`config.mk`:
```
export PLATFORM = sky130hd
export DESIGN_NAME = alarm_poll_link
export DESIGN_NICKNAME = d
export VERILOG_FILES = /design/src/rtl/apl_pkg.sv /design/src/rtl/apl_alarm_latch.sv /design/src/rtl/apl_sat_window.sv /design/src/rtl/apl_urgent_fsm.sv /design/src/rtl/apl_poll_fsm.sv /design/src/rtl/alarm_poll_link.sv
export SDC_FILE = /design/constraint.sdc
export NUM_CORES = 1
export LEC_CHECK = 0
export CORE_MARGIN = 5
export CORE_UTILIZATION = 25
export CTS_BUF_LIST = sky130_fd_sc_hd__clkbuf_8
export CTS_CLUSTER_DIAMETER = 30
export CTS_CLUSTER_SIZE = 28
export DETAILED_ROUTE_END_ITERATION = 8
export DONT_BUFFER_PORTS = 1
export PLACE_DENSITY = 0.43
export SLEW_MARGIN = 20
export SYNTH_ARGS = -nofsm -noshare
export SYNTH_HDL_FRONTEND = slang
export SYNTH_SLANG_ARGS = --single-unit
```
`constraint.sdc`:
```
create_clock -name clk -period 1.76 [get_ports clk]
set_input_delay 0.176 -clock clk [delete_from_list [all_inputs] [get_ports clk]]
set_output_delay 0.176 -clock clk [all_outputs]
set_load 0.02 [all_outputs]
```
`src/rtl/apl_pkg.sv`:
```
package apl_pkg;
    typedef enum logic [1:0] {
        PS_IDLE,
        PS_START,
        PS_DATA,
        PS_PARITY
    } poll_state_e;

    typedef enum logic {
        US_CLEAR,
        US_PENDING
    } urg_state_e;

    localparam int CTRL_INJECT = 0;
    localparam int CTRL_PROT   = 1;
    localparam int CTRL_LED    = 2;
    localparam int CTRL_W      = 3;
endpackage

```
`src/rtl/apl_alarm_latch.sv`:
```
module apl_alarm_latch #(
    parameter int ALARM_W = 16
) (
    input  logic               clk,
    input  logic               rst_n,
    input  logic [ALARM_W-1:0] alarm_in,
    input  logic               reload,
    output logic [ALARM_W-1:0] latch_q
);
    always_ff @(posedge clk or negedge rst_n) begin
        if (!rst_n)      latch_q <= '0;
        else if (reload) latch_q <= alarm_in;
        else             latch_q <= latch_q | alarm_in;
    end


    alarm_capture_chk: assert property (@(posedge clk) disable iff (!rst_n)
        (alarm_in != '0) |=> ((latch_q & $past(alarm_in)) == $past(alarm_in)));


    alarm_sticky_chk: assert property (@(posedge clk) disable iff (!rst_n)
        !reload |=> ((latch_q & $past(latch_q)) == $past(latch_q)));
endmodule

```
`src/rtl/apl_sat_window.sv`:
```
module apl_sat_window #(
    parameter int W = 16
) (
    input  logic         clk,
    input  logic         rst_n,
    input  logic         evt,
    input  logic         win_pulse,
    output logic [W-1:0] hold_q
);
    localparam logic [W-1:0] CNT_MAX = '1;

    logic [W-1:0] cnt_q;

    always_ff @(posedge clk or negedge rst_n) begin
        if (!rst_n) begin
            cnt_q  <= '0;
            hold_q <= '0;
        end else if (win_pulse) begin
            hold_q <= cnt_q;
            cnt_q  <= evt ? W'(1) : '0;
        end else if (evt && cnt_q != CNT_MAX) begin
            cnt_q  <= cnt_q + W'(1);
        end
    end


    cnt_saturate_chk: assert property (@(posedge clk) disable iff (!rst_n)
        (cnt_q == CNT_MAX && !win_pulse) |=> (cnt_q == CNT_MAX));


    window_copy_chk: assert property (@(posedge clk) disable iff (!rst_n)
        win_pulse |=> (hold_q == $past(cnt_q)));


    hold_stable_chk: assert property (@(posedge clk) disable iff (!rst_n)
        !win_pulse |=> $stable(hold_q));
endmodule

```
`src/rtl/apl_urgent_fsm.sv`:
```
module apl_urgent_fsm #(
    parameter int               ALARM_W   = 16,
    parameter logic [ALARM_W-1:0] CRIT_MASK = 16'h000F
) (
    input  logic               clk,
    input  logic               rst_n,
    input  logic [ALARM_W-1:0] alarm_in,
    input  logic               urgent_ack,
    output logic               urgent_req
);
    import apl_pkg::*;

    urg_state_e         state_q, state_d;
    logic [ALARM_W-1:0] crit_prev_q;
    logic               crit_new;

    assign crit_new = |(alarm_in & CRIT_MASK & ~crit_prev_q);

    always_ff @(posedge clk or negedge rst_n) begin
        if (!rst_n) begin
            state_q     <= US_CLEAR;
            crit_prev_q <= '0;
        end else begin
            state_q     <= state_d;
            crit_prev_q <= alarm_in & CRIT_MASK;
        end
    end

    always_comb begin
        state_d = state_q;
        unique case (state_q)
            US_CLEAR:   if (crit_new) state_d = US_PENDING;
            US_PENDING: if (urgent_ack && !crit_new) state_d = US_CLEAR;
            default:    state_d = US_CLEAR;
        endcase
    end

    assign urgent_req = (state_q == US_PENDING);


    urgent_cause_chk: assert property (@(posedge clk) disable iff (!rst_n)
        $rose(urgent_req) |-> $past(crit_new));


    urgent_hold_chk: assert property (@(posedge clk) disable iff (!rst_n)
        (urgent_req && !urgent_ack) |=> urgent_req);


    urgent_rearm_chk: assert property (@(posedge clk) disable iff (!rst_n)
        crit_new |=> urgent_req);
endmodule

```
`src/rtl/apl_poll_fsm.sv`:
```
module apl_poll_fsm #(
    parameter int PAYLOAD_W = 48
) (
    input  logic                 clk,
    input  logic                 rst_n,
    input  logic                 poll_req,
    input  logic [PAYLOAD_W-1:0] payload,
    output logic                 accept,
    output logic                 ser_out,
    output logic                 ser_valid
);
    import apl_pkg::*;

    localparam int CNT_W = $clog2(PAYLOAD_W);
    localparam logic [CNT_W-1:0] LAST_BIT = CNT_W'(PAYLOAD_W - 1);

    poll_state_e          state_q, state_d;
    logic [PAYLOAD_W-1:0] shreg_q;
    logic [CNT_W-1:0]     bit_cnt_q;
    logic                 par_q;

    assign accept = (state_q == PS_IDLE) && poll_req;

    always_ff @(posedge clk or negedge rst_n) begin
        if (!rst_n) state_q <= PS_IDLE;
        else        state_q <= state_d;
    end

    always_comb begin
        state_d = state_q;
        unique case (state_q)
            PS_IDLE:   if (poll_req) state_d = PS_START;
            PS_START:  state_d = PS_DATA;
            PS_DATA:   if (bit_cnt_q == LAST_BIT) state_d = PS_PARITY;
            PS_PARITY: state_d = PS_IDLE;
            default:   state_d = PS_IDLE;
        endcase
    end

    always_ff @(posedge clk or negedge rst_n) begin
        if (!rst_n) begin
            shreg_q   <= '0;
            bit_cnt_q <= '0;
            par_q     <= 1'b0;
        end else if (accept) begin
            shreg_q   <= payload;
            bit_cnt_q <= '0;
            par_q     <= ^payload;
        end else if (state_q == PS_DATA) begin
            shreg_q   <= {shreg_q[PAYLOAD_W-2:0], 1'b0};
            bit_cnt_q <= bit_cnt_q + CNT_W'(1);
        end
    end

    always_comb begin
        ser_out   = 1'b0;
        ser_valid = 1'b1;
        unique case (state_q)
            PS_IDLE:   ser_valid = 1'b0;
            PS_START:  ser_out = 1'b1;
            PS_DATA:   ser_out = shreg_q[PAYLOAD_W-1];
            PS_PARITY: ser_out = par_q;
            default:   ser_valid = 1'b0;
        endcase
    end


    frame_start_chk: assert property (@(posedge clk) disable iff (!rst_n)
        $rose(ser_valid) |-> $past(poll_req));


    data_count_chk: assert property (@(posedge clk) disable iff (!rst_n)
        (state_q == PS_DATA) |-> (bit_cnt_q <= LAST_BIT));


    idle_quiet_chk: assert property (@(posedge clk) disable iff (!rst_n)
        !ser_valid |-> !ser_out);
endmodule

```
`src/rtl/alarm_poll_link.sv`:
```
module alarm_poll_link #(
    parameter int                 ALARM_W   = 16,
    parameter int                 ERR_W     = 16,
    parameter logic [ALARM_W-1:0] CRIT_MASK = 16'h000F
) (
    input  logic               clk,
    input  logic               rst_n,
    input  logic [ALARM_W-1:0] alarm_in,
    input  logic               poll_req,
    output logic               ser_out,
    output logic               ser_valid,
    input  logic               ctrl_we,
    input  logic [2:0]         ctrl_wdata,
    output logic               inject_force,
    output logic               prot_sel,
    output logic               led_on,
    output logic               urgent_req,
    input  logic               urgent_ack,
    input  logic               cv_err,
    input  logic               par_err,
    input  logic               cum_err,
    input  logic               err_src_sel,
    input  logic               sec_pulse
);
    import apl_pkg::*;

    localparam int PAYLOAD_W = ALARM_W + 2 * ERR_W;

    logic [ALARM_W-1:0] latch_q;
    logic [ERR_W-1:0]   hold_cnt [2];
    logic [1:0]         evt;
    logic               accept;
    logic [CTRL_W-1:0]  ctrl_q;

    assign evt[0] = cv_err;
    assign evt[1] = err_src_sel ? cum_err : par_err;

    apl_alarm_latch #(.ALARM_W(ALARM_W)) u_latch (
        .clk      (clk),
        .rst_n    (rst_n),
        .alarm_in (alarm_in),
        .reload   (accept),
        .latch_q  (latch_q)
    );

    for (genvar g = 0; g < 2; g++) begin : g_win
        apl_sat_window #(.W(ERR_W)) u_win (
            .clk       (clk),
            .rst_n     (rst_n),
            .evt       (evt[g]),
            .win_pulse (sec_pulse),
            .hold_q    (hold_cnt[g])
        );
    end

    apl_poll_fsm #(.PAYLOAD_W(PAYLOAD_W)) u_poll (
        .clk       (clk),
        .rst_n     (rst_n),
        .poll_req  (poll_req),
        .payload   ({latch_q, hold_cnt[0], hold_cnt[1]}),
        .accept    (accept),
        .ser_out   (ser_out),
        .ser_valid (ser_valid)
    );

    apl_urgent_fsm #(.ALARM_W(ALARM_W), .CRIT_MASK(CRIT_MASK)) u_urgent (
        .clk        (clk),
        .rst_n      (rst_n),
        .alarm_in   (alarm_in),
        .urgent_ack (urgent_ack),
        .urgent_req (urgent_req)
    );

    always_ff @(posedge clk or negedge rst_n) begin
        if (!rst_n)       ctrl_q <= '0;
        else if (ctrl_we) ctrl_q <= ctrl_wdata;
    end

    assign inject_force = ctrl_q[CTRL_INJECT];
    assign prot_sel     = ctrl_q[CTRL_PROT];
    assign led_on       = ctrl_q[CTRL_LED];


    ctrl_hold_chk: assert property (@(posedge clk) disable iff (!rst_n)
        !ctrl_we |=> $stable({inject_force, prot_sel, led_on}));


    ctrl_load_chk: assert property (@(posedge clk) disable iff (!rst_n)
        ctrl_we |=> ({led_on, prot_sel, inject_force} == $past(ctrl_wdata)));
endmodule

```
==> results.sh <==
export IMPL_power_static_leakage_nw=3.73
export IMPL_die_width_microns=173
export IMPL_timing_critical_path_slowest_stage_cell="or4_4"
export IMPL_vias=4589
export IMPL_post_place_ws_ns=-0.0947
export IMPL_power_sequential_fraction=0.430
export IMPL_hold_viol_final=145
export IMPL_worstReg2RegEnd="g_win[1].u_win.cnt_q[4]$_DFFE_PN0P_"
export IMPL_min_period_over_period=1.01
export IMPL_power_switching_fraction=0.314
export IMPL_synthesis_yosys_warnings=0
export IMPL_die_height_microns=173
export IMPL_grt_busiest_layer="met2"
export IMPL_hold_worst_slack_ns=-0.578
export IMPL_finalWorstSetupSlack_ns=-0.0243
export IMPL_clkSlewWorstSetupHoldPaths_ns=0.09
export IMPL_critPathLaunchType="register"
export IMPL_first_global_vias=4686
export IMPL_slew_violations=0
export IMPL_grt_pass1_wl_microns=24300
export IMPL_critical_path_top_cell_by_count="nor2_1"
export IMPL_post_detailed_placement_cell_area_sq_mm=0.00740
export IMPL_syn_mean_instance_area_sq_um=11.2
export IMPL_worst_endpoint_arrival_ns=2.11
export IMPL_clock_sinks=145
export IMPL_syn2layout_area_growth_pct=29.0
export IMPL_io_buffer_count=0
export IMPL_n_fill_cell=2631
export IMPL_avg_vias_per_cell=4.37
export IMPL_remaining_drc_errors=0
export IMPL_clock_tree_htree_level_count=4
export IMPL_cts_max_path_buffers=2
export IMPL_power_density_mw_per_mm2=1150
export IMPL_rsz0062_at_grt="true"
export IMPL_worst_reg2reg_path_depth=8
export IMPL_p_comb_frac=0.301
export IMPL_post_route_cells_drive_above_1_share=0.211
export IMPL_numCtsBuffers=17
export IMPL_route_detailed_wl_per_inst_microns=13.7
export IMPL_timing_critical_path_required_ns=2.09
export IMPL_cts_root_buf="clkbuf_8"
export IMPL_globalplace_congestion=0.710
export IMPL_yosys_register_bits=145
export IMPL_grt_start_max_net_pins=146
export IMPL_gr_usage_met3=0.0273
export IMPL_cell_by_cell_listing_of_the_critical_path="ha_4 > nand2_2 > or4_4 > o21ai_4 > buf_6 > nor2_1 > xnor2_1 > nor2_1"
export IMPL_worstPathBufferInverterCount=1
export IMPL_insertion_delay_ns=0.44
export IMPL_final_worst_path_period_need_ns=1.78
export IMPL_clock_power_share=0.268
export IMPL_status="finished with violations"
export IMPL_failed_checks="hold timing, setup timing"
export IMPL_tightest_slew_ns=0.325
export IMPL_fp_dieArea_sq_mm=0.0300
export IMPL_fmax_mhz=560
export IMPL_hp_class="primary input to async pin"
export IMPL_use_met1=0.135
export IMPL_tritoncts="done"
export IMPL_antenna_cells=0
export IMPL_total_standard_cell_area_after_synthesis_sq_mm=0.00667
export IMPL_power_internal_mw=6.79
export IMPL_drt_first_pass_iters=5
export IMPL_timing_critical_path_max_delay_family="simple AND/OR/NAND/NOR gates"
export IMPL_yosys_cell_types_count=37
export IMPL_syn_nets=629
export IMPL_ir_worst_vdd_mv=0.467
export IMPL_layout_core_utilization=0.329
export IMPL_drtAntennaViolNets=0
export IMPL_most_frequent_cells_in_the_layout="dfrtp_1 (145), nand2_1 (69), dlygate4sd3_1 (58)"
export IMPL_setup_tns_final_ns=-0.0563
export IMPL_globalRouteTotalUtil=0.0988
export IMPL_end_kind="register"
export IMPL_drt_wl_total_microns=14400
export IMPL_layout_nets=739
export IMPL_critical_path_max_stage_delay_ns=0.45
export IMPL_layout_commonest_cell="dfrtp_1"
export IMPL_regToRegSetupSlack_ns=-0.02
export IMPL_finalSetupViolations=5
export IMPL_boundaryPins=35
export IMPL_grt_remaining_overflow=0
export IMPL_grtUsageMet2=0.151
export IMPL_reg_to_reg_start="g_win[1].u_win.cnt_q[0]$_DFFE_PN0P_"
export IMPL_dr_first_iter_drc_count=242
export IMPL_antenna_found_initial=0
export IMPL_critPathKind="register to register"
export IMPL_initial_core_util=0.255
export IMPL_max_cap_viol_count=0
export IMPL_dp_hpwl_microns=8980
export IMPL_p_switching_mw=3.11
export IMPL_rows=59
export IMPL_maxSlewHeadroom=0.777
export IMPL_syn_instance_count=593
export IMPL_fin_area_sq_mm=0.00860
export IMPL_synth_yosys_seq_area_share=0.544
export IMPL_skew_final_ns=0.0124
export IMPL_design_core_area_sq_mm=0.0261
export IMPL_worstPathMaxFanout=4
[flip-flops by register name (all words and copies together), names as in the netlist]
signal / flops
u_poll.shreg_q: 48
g_win.u_win.cnt_q: 32
g_win.u_win.hold_q: 32
u_latch.latch_q: 16
u_poll.bit_cnt_q: 6
u_urgent.crit_prev_q: 4
ctrl_q: 3
u_poll.state_q: 2
u_poll.par_q: 1
u_urgent.urgent_req: 1
[layout make-up]
| class | instances | area (sq um) | share of cell area |
|---|---|---|---|
| Clock inverter | 13 | 138 | 0.0160 |
| Tap cell | 335 | 419 | 0.0488 |
| Inverter | 13 | 48.8 | 0.00568 |
| Multi-Input combinational cell | 410 | 3010 | 0.351 |
| Clock buffer | 19 | 262 | 0.0304 |
| Timing Repair Buffer | 116 | 1090 | 0.126 |
| Sequential cell | 145 | 3630 | 0.422 |
[worst max-delay path by stage]
stage | startpoint | endpoint | slack, ns | depth (start not counted)
final | g_win[1].u_win.cnt_q[0]$_DFFE_PN0P_ | g_win[1].u_win.cnt_q[4]$_DFFE_PN0P_ | -0.02 | 8
after global placement | g_win[1].u_win.hold_q[3]$_DFFE_PN0P_ | u_poll.par_q$_DFFE_PN0P_ | -0.08 | 6
after CTS | g_win[1].u_win.cnt_q[0]$_DFFE_PN0P_ | g_win[1].u_win.cnt_q[6]$_DFFE_PN0P_ | -0.02 | 8
after floorplan | g_win[1].u_win.cnt_q[0]$_DFFE_PN0P_ | g_win[1].u_win.cnt_q[5]$_DFFE_PN0P_ | -0.01 | 7
after global routing | g_win[0].u_win.hold_q[13]$_DFFE_PN0P_ | u_poll.par_q$_DFFE_PN0P_ | -0.12 | 6
after detailed placement | g_win[1].u_win.hold_q[3]$_DFFE_PN0P_ | u_poll.par_q$_DFFE_PN0P_ | -0.09 | 6
[through the flow]
stage                     cells  power, mW
after floorplan             593       6.32
after global placement      951       7.04
after detailed placement    951       7.11
after CTS                  1044       10.0
after global routing       1051       10.5
final                      1051       9.90
[synth_stat cells]
library cell	n	share of area
clkbuf_1	18	0.010
nand3_1	12	0.0090
nand3b_1	2	0.0023
ha_1	7	0.013
a31oi_2	1	0.0019
a222oi_1	1	0.0015
o32a_1	1	0.0015
nand4_2	1	0.0019
nand3_4	1	0.0026
o21ai_0	53	0.040
a22oi_1	1	0.0011
xor2_1	21	0.028
a221oi_1	1	0.0013
and2_1	2	0.0019
nand4_1	6	0.0056
nor2_1	43	0.024
nor3_1	6	0.0045
a21oi_1	5	0.0038
xnor2_1	55	0.072
o211ai_1	3	0.0034
inv_1	13	0.0073
nor4_1	2	0.0019
or4_4	1	0.0017
buf_2	4	0.0030
mux2_2	36	0.061
dfrtp_1	145	0.54
o221ai_1	1	0.0013
or3_1	3	0.0028
a21o_1	14	0.016
o31ai_1	1	0.0011
nand2_1	71	0.040
o21ai_4	1	0.0024
and4_1	2	0.0026
mux2i_1	51	0.077
and3_1	4	0.0038
buf_1	3	0.0017
xnor3_1	1	0.0034
[cells by family after synthesis]
family                   share of synthesized area
AO/OA/AOI/OAI                               0.0749
XOR/XNOR                                     0.103
adder cells (fa/ha/maj)                     0.0131
buffers and inverters                       0.0222
flip-flops                                   0.544
multiplexers                                 0.137
AND/OR/NAND/NOR                              0.105
[power by group through the flow]
stage                     Combinational [mW]  Sequential (mW)  Clock (mW)
after floorplan                         2.11             4.21           0
after detailed placement                2.80             4.31           0
after global placement                  2.75             4.29           0
after CTS                               2.99             4.26        2.76
final                                   2.98             4.26        2.66
after global routing                    3.31             4.33        2.90
[routing by layer]
layer  vias to the layer above  share of wire
li1                       2240              -
met1                      2281           0.49
met2                        52           0.46
met3                        16          0.030
met4                         0          0.017
met5                         -              0
[worst register-to-register path: cells and delay by family, from the launching register on]
family / cells / cell delay, ns
fa+ha+maj: 1 / 0.16
xor+xnor: 1 / 0.13
compound gates: 1 / 0.22
buf+inv: 1 / 0.15
simple gates: 4 / 0.61
flops: 1 / 0.40
[what timing repair did]
| item | in CTS | in global routing |
|---|---|---|
| endpoints found under the setup margin | 9 | 15 |
| pin swaps | 13 | 7 |
| hold buffers | 56 | 3 |
| resized for setup | 14 | 12 |
| setup buffers | 5 | 4 |
| hold endpoints to repair | 233 | 177 |
Note: power is estimated with default switching activity, not from simulation.
